## src/rtl/pbt_pkg.sv

```systemverilog
package pbt_pkg;
    localparam int STATUS_W = 16;
    localparam int ET_BIT   = 8;

    typedef enum logic [1:0] {
        ST_IDLE = 2'd0,
        ST_RUN  = 2'd1,
        ST_RESP = 2'd2
    } pbt_state_e;
endpackage

```

## src/rtl/pbt_beat_bytes.sv

```systemverilog
module pbt_beat_bytes #(
    parameter int DATA_BYTES = 4,
    parameter int CNT_W      = 16,
    localparam int EMPTY_W   = $clog2(DATA_BYTES)
) (
    input  logic [EMPTY_W-1:0] empty,
    output logic [CNT_W-1:0]   last_bytes
);
    // bytes carried by a final (EOP) beat
    always_comb begin
        last_bytes = CNT_W'(DATA_BYTES) - CNT_W'(empty);
    end
endmodule

```

## src/rtl/pbt_ctrl.sv

```systemverilog
module pbt_ctrl
    import pbt_pkg::*;
#(
    parameter int DATA_BYTES = 4,
    parameter int CNT_W      = 16,
    parameter int ERR_W      = 8
) (
    input  logic                clk,
    input  logic                rst_n,
    input  logic                start,
    input  logic [CNT_W-1:0]    budget,
    input  logic                pkt_mode,
    input  logic                err_en,
    input  logic                s_valid,
    input  logic                s_sop,
    input  logic                s_eop,
    input  logic [ERR_W-1:0]    s_error,
    input  logic [CNT_W-1:0]    last_bytes,
    output logic                s_ready,
    output logic                r_valid,
    input  logic                r_ready,
    output logic [CNT_W-1:0]    r_count,
    output logic [STATUS_W-1:0] r_status
);
    typedef struct packed {
        pbt_state_e       st;
        logic [CNT_W:0]   cnt;
        logic [CNT_W-1:0] bud;
        logic [ERR_W-1:0] err;
        logic             in_pkt;
        logic             pkt;
        logic             err_en;
        logic             et;
    } ctrl_t;

    ctrl_t q, d;

    logic           accept;
    logic           counted;
    logic [CNT_W:0] beat_bytes;
    logic [CNT_W:0] sum;

    always_comb begin
        d          = q;
        accept     = s_valid && (q.st == ST_RUN);
        counted    = !q.pkt || q.in_pkt || s_sop;
        beat_bytes = (q.pkt && s_eop) ? {1'b0, last_bytes} : (CNT_W+1)'(DATA_BYTES);
        sum        = q.cnt + beat_bytes;
        case (q.st)
            ST_IDLE: begin
                if (start) begin
                    d.st     = ST_RUN;
                    d.cnt    = '0;
                    d.bud    = budget;
                    d.err    = '0;
                    d.in_pkt = 1'b0;
                    d.pkt    = pkt_mode;
                    d.err_en = err_en;
                    d.et     = 1'b0;
                end
            end
            ST_RUN: begin
                if (accept && counted) begin
                    d.cnt    = sum;
                    d.in_pkt = 1'b1;
                    if (q.err_en) d.err = q.err | s_error;
                    if (q.pkt && s_eop) begin
                        d.st = ST_RESP;
                        d.et = 1'b0;
                    end else if (sum >= {1'b0, q.bud}) begin
                        d.st = ST_RESP;
                        d.et = q.pkt;
                    end
                end
            end
            ST_RESP: begin
                if (r_ready) d.st = ST_IDLE;
            end
            default: d.st = ST_IDLE;
        endcase
    end

    always_ff @(posedge clk or negedge rst_n) begin
        if (!rst_n) begin
            q <= '{st: ST_IDLE, default: '0};
        end else begin
            q <= d;
        end
    end

    always_comb begin
        s_ready  = (q.st == ST_RUN);
        r_valid  = (q.st == ST_RESP);
        r_count  = q.pkt ? q.cnt[CNT_W-1:0] : '0;
        r_status = '0;
        r_status[ERR_W-1:0] = q.err;
        r_status[ET_BIT]    = q.et;
    end

    AST_RESV_ZERO: assert property (@(posedge clk) disable iff (!rst_n)
        r_valid |-> (r_status[STATUS_W-1:ET_BIT+1] == '0));
    AST_RESP_HOLD: assert property (@(posedge clk) disable iff (!rst_n)
        (r_valid && !r_ready) |=> (r_valid && $stable(r_count) && $stable(r_status)));
    AST_RESP_DROP: assert property (@(posedge clk) disable iff (!rst_n)
        (r_valid && r_ready) |=> !r_valid);
    AST_NO_SINK_IN_RESP: assert property (@(posedge clk) disable iff (!rst_n)
        r_valid |-> !s_ready);
    AST_ET_OVER_BUDGET: assert property (@(posedge clk) disable iff (!rst_n)
        (r_valid && r_status[ET_BIT]) |-> (q.cnt >= {1'b0, q.bud}));
    AST_PLAIN_NO_ET: assert property (@(posedge clk) disable iff (!rst_n)
        (r_valid && !q.pkt) |-> (!r_status[ET_BIT] && r_count == '0));
    AST_BUDGET_KEPT: assert property (@(posedge clk) disable iff (!rst_n)
        (s_ready && $past(s_ready)) |-> $stable(q.bud));
endmodule

```

## src/rtl/pkt_byte_tally.sv

```systemverilog
module pkt_byte_tally
    import pbt_pkg::*;
#(
    parameter int DATA_BYTES = 4,
    parameter int CNT_W      = 16,
    parameter int ERR_W      = 8,
    localparam int EMPTY_W   = $clog2(DATA_BYTES)
) (
    input  logic                clk,
    input  logic                rst_n,
    input  logic                start,
    input  logic [CNT_W-1:0]    budget,
    input  logic                pkt_mode,
    input  logic                err_en,
    input  logic                s_valid,
    output logic                s_ready,
    input  logic                s_sop,
    input  logic                s_eop,
    input  logic [EMPTY_W-1:0]  s_empty,
    input  logic [ERR_W-1:0]    s_error,
    output logic                r_valid,
    input  logic                r_ready,
    output logic [CNT_W-1:0]    r_count,
    output logic [STATUS_W-1:0] r_status
);
    logic [CNT_W-1:0] last_bytes;

    pbt_beat_bytes #(.DATA_BYTES(DATA_BYTES), .CNT_W(CNT_W)) sizer_i (
        .empty      (s_empty),
        .last_bytes (last_bytes)
    );

    pbt_ctrl #(.DATA_BYTES(DATA_BYTES), .CNT_W(CNT_W), .ERR_W(ERR_W)) ctrl_i (
        .clk        (clk),
        .rst_n      (rst_n),
        .start      (start),
        .budget     (budget),
        .pkt_mode   (pkt_mode),
        .err_en     (err_en),
        .s_valid    (s_valid),
        .s_sop      (s_sop),
        .s_eop      (s_eop),
        .s_error    (s_error),
        .last_bytes (last_bytes),
        .s_ready    (s_ready),
        .r_valid    (r_valid),
        .r_ready    (r_ready),
        .r_count    (r_count),
        .r_status   (r_status)
    );
endmodule

```

## config.mk

```make
export PLATFORM = sky130hd
export DESIGN_NAME = pkt_byte_tally
export DESIGN_NICKNAME = d
export VERILOG_FILES = /design/src/rtl/pbt_pkg.sv /design/src/rtl/pbt_beat_bytes.sv /design/src/rtl/pbt_ctrl.sv /design/src/rtl/pkt_byte_tally.sv
export SDC_FILE = /design/constraint.sdc
export NUM_CORES = 1
export LEC_CHECK = 0
export BUFFER_PORTS_ARGS = -buffer_cell sky130_fd_sc_hd__buf_4
export CORE_ASPECT_RATIO = 0.5
export CORE_MARGIN = 2
export CORE_UTILIZATION = 55
export CTS_CLUSTER_DIAMETER = 80
export DETAILED_ROUTE_END_ITERATION = 7
export GPL_ROUTABILITY_DRIVEN = 0
export PLACE_DENSITY = 0.88
export SLEW_MARGIN = 20
export SYNTH_ARGS = -nofsm -noshare
export SYNTH_HDL_FRONTEND = slang
export SYNTH_HIERARCHICAL = 1
export SYNTH_SLANG_ARGS = --single-unit
```

## constraint.sdc

```tcl
create_clock -name clk -period 5.95 [get_ports clk]
set_input_delay 0.8925 -clock clk [delete_from_list [all_inputs] [get_ports clk]]
set_output_delay 0.8925 -clock clk [all_outputs]
set_load 0.02 [all_outputs]
```

==> parameters.txt <==
Parameter                              Value

Status
  Result of the run    complete, no violations

Floorplanning
  FP Rows    20
  Die height    slightly above 60 um
  Initial core utilization    0.573
  Area of the die    7090 sq um
  Chip width    around 120 um
  Core Region    6130 sq um
  Ports    69

Synth
  Seq/Total Area, Yosys    0.335
  Number of enable flip-flop cells after synthesis    0
  Number of different library cells in the post-synthesis netlist    50
  Synth top area share    0.335
  Synthesized cell area    between 3000 and 4000 sq um
  Most frequently used flop master after synthesis    sky130_fd_sc_hd__dfrtp_1
  Post-synthesis area per instance    roughly 8.5 sq um
  Most instantiated cells after synthesis    sky130_fd_sc_hd__nand2_1 (54), sky130_fd_sc_hd__dfrtp_1 (47), sky130_fd_sc_hd__ha_1 (33)
  Post-synth top area cell    sky130_fd_sc_hd__dfrtp_1
  Cells taking the most area after synthesis    sky130_fd_sc_hd__dfrtp_1 (33%), sky130_fd_sc_hd__ha_1 (12%), sky130_fd_sc_hd__buf_4 (6.4%)
  Most numerous cell in the Yosys netlist    sky130_fd_sc_hd__nand2_1
  Cell count after synthesis    slightly above 400
  Post-synthesis async set-or-reset flop share    1.00
  Post-synthesis sequential element count    47
  Synth warnings    6

Routing
  Antenna-violating nets left    0
  Count of TritonRoute iterations in the first routing pass    5
  Vias/cell    about 5.4
  Vias after detailed routing    2977
  Routed wire per std cell    about 15 um
  Number of DRC markers in iteration 0    slightly below 200
  DRC errors left    0
  Overall routed net length    between 7 and 8 mm

Power
  Leakage power    approximately 2.3 nW
  Peak VDD IR    about 0.13 mV
  Power density relative to cell area    200 nW/um^2

GRT
  Overall global routing resource usage    0.234
  Global-route wire length before repair    roughly 13 mm
  Total overflow reported by the global router    0
  Maximum number of pins on one net before global-route repair    48
  Initial antenna violation count    0
  Number of global-route vias before repair    2668

Place
  Placed cells    about 540
  # port buffers    61
  DP HPWL    just under 6 mm

Layout
  Antenna diode count    0
  Final nets    527
  Filler Cells Inserted    roughly 510
  Layout Cells excl Fill    about 550
  Fraction of final layout cells with drive strength greater than 1    0.185
  Synth-to-layout area growth    15.5%

Timing
  Transition time at the pin with the least slew margin    ~1.1 ns
  Max-slew violation total from the final report    0
  Setup TNS    0 ns
  Max-Slew Margin vs Limit    0.263
  Final setup violating endpoints    0
  Final Hold Viols    0
  Achievable Freq    ~0.21 GHz
  Part of the cycle the worst path needs    0.785
  RSZ-0062 raised after global routing    no
  Layout Skew    roughly 0.005 ns
  Final Critical Period    4.67 ns

Setup path
  Start point of the critical path    s_eop
  Capture point of the worst path    ctrl_i/q[46]
  Critical path fanouts, max    18
  Setup slack, reg-to-reg    ~1.6 ns
  Worst flop-to-flop path startpoint    ctrl_i/q[2]
  Number of cells on the worst reg-to-reg path    19
  Crit path required time    6.08 ns
  Crit Path Category    input port to flip-flop
  Endpoint of the most critical register-to-register path    ctrl_i/q[46]
  Kind of end point of the critical path    flip-flop
  Worst EP arrival    4.80 ns
  Sort of element at the start of the critical path    input port

Clocking
  CTS tree    yes
  CTS resizes    0
  Number of buffers inserted for hold repair after clock tree synthesis    0
  Insertion delay to the later sink of the worst-skew pair    just under 0.3 ns
  Maximum clock insertion buffer count    2
  Clock root cell    sky130_fd_sc_hd__clkbuf_16
  Total clock sinks    47
  CTS clk-pin slew, worst paths    around 0.060 ns
  Post-CTS repair timing setup buffer count    0
  H-tree levels    2
  Clock buffer count from CTS    5

Hold path
  Type of the most critical hold path    flip-flop to flip-flop
  Cell depth of the worst hold path    2

Job
  MaxCap Viol Count    0
==> final cells by class <==
type | count | area, sq um | share of cell area
flip-flops and latches | 47 | 1180 | 0.290
clock inverters | 3 | 47.5 | 0.0117
multi-input cells | 312 | 2020 | 0.497
well taps | 88 | 110 | 0.0271
repair buffers | 64 | 480 | 0.118
inverters | 28 | 105 | 0.0259
clock buffers | 5 | 125 | 0.0308
==> logic make-up after synthesis <==
family | synth area share
other | 0.00214
buffers and inverters | 0.111
AOI/OAI and AO/OA | 0.169
DFF | 0.335
and+or+nand+nor | 0.225
muxes | 0.00569
xor gates and xnor gates | 0.0299
adders and majority gates | 0.123
==> how the worst min path moves through the flow <==
stage                     slack (ns)               start            endpoint
after floorplan                 0.45         ctrl_i/q[1]         ctrl_i/q[1]
after global placement          0.46         ctrl_i/q[1]         ctrl_i/q[1]
after detailed placement        0.47         ctrl_i/q[3]         ctrl_i/q[3]
after CTS                       0.49         ctrl_i/q[1]         ctrl_i/q[1]
after global routing            0.52  ctrl_i/r_status[0]  ctrl_i/r_status[0]
final                           0.49         ctrl_i/q[1]         ctrl_i/q[1]
==> layer usage <==
| layer | GRT usage | vias to the layer above | share of wire |
|---|---|---|---|
| met5 | 0 | - | 0 |
| met4 | 0.0403 | 0 | 0.0056 |
| met3 | 0.0380 | 4 | 0.077 |
| met2 | 0.372 | 110 | 0.44 |
| met1 | 0.348 | 1401 | 0.48 |
| li1 | - | 1462 | - |
==> cell usage in the layout, fill, tap and decap left out, drive strengths merged, types with 2 or more instances in the layout <==
cell,instances
nand2b,2
dfrtp,47
buf,64
nand3,20
xnor2,8
o21ai,26
a21oi,24
and3,21
a211o,2
o211ai,3
conb,20
o2bb2ai,2
o21a,7
inv,29
o31a,3
nor2b,5
mux2i,2
a21o,11
or2,2
nor3,4
and2,18
a211oi,3
nor2,16
or3,3
nand4,3
ha,33
clkbuf,5
xor2,4
nor3b,4
nand2,54
==> sequential cells by signal, summed over array words and instances, names as in the netlist <==
name / cells
ctrl_i/r_status: 9
ctrl_i/q: 38
==> where the power goes <==
part / total (mW) / leakage [nW] / internal, mW / switching [mW]
combinational: 0.142 / 1.65 / 0.0585 / 0.0838
sequential: 0.345 / 0.561 / 0.333 / 0.0115
clock: 0.326 / 0.0844 / 0.201 / 0.126
==> per-stage QoR <==
step	power, mW	hold slack, ns	utilization	area [sq um]	worst slack (ns)
detailed placement	0.490	0.469	0.633	3880	1.08
CTS	0.814	0.489	0.661	4050	1.32
global route	0.849	0.515	0.662	4060	1.02
global placement	0.485	0.464	0.633	3880	1.23
floorplan	0.446	0.446	-	3580	1.55
finish	0.814	0.486	0.662	4060	1.28
==> worst max-delay path, cell delays in order <==
cell	delay (ns)
sky130_fd_sc_hd__buf_4	0.19
sky130_fd_sc_hd__and3_1	0.18
sky130_fd_sc_hd__ha_1	0.16
sky130_fd_sc_hd__inv_1	0.05
sky130_fd_sc_hd__fa_1	0.39
sky130_fd_sc_hd__nor2b_1	0.17
sky130_fd_sc_hd__o31a_1	0.26
sky130_fd_sc_hd__o21ai_0	0.13
sky130_fd_sc_hd__a21boi_0	0.23
sky130_fd_sc_hd__o21ai_0	0.16
sky130_fd_sc_hd__nand2_1	0.11
sky130_fd_sc_hd__xor2_1	0.17
sky130_fd_sc_hd__ha_1	0.27
sky130_fd_sc_hd__a211oi_1	0.24
sky130_fd_sc_hd__o21a_1	0.18
sky130_fd_sc_hd__o22ai_1	0.07
sky130_fd_sc_hd__nor3_1	0.23
sky130_fd_sc_hd__or4b_4	0.49
sky130_fd_sc_hd__nand2_1	0.13
sky130_fd_sc_hd__o2bb2ai_1	0.07
Power figures use the tool's default switching activity.
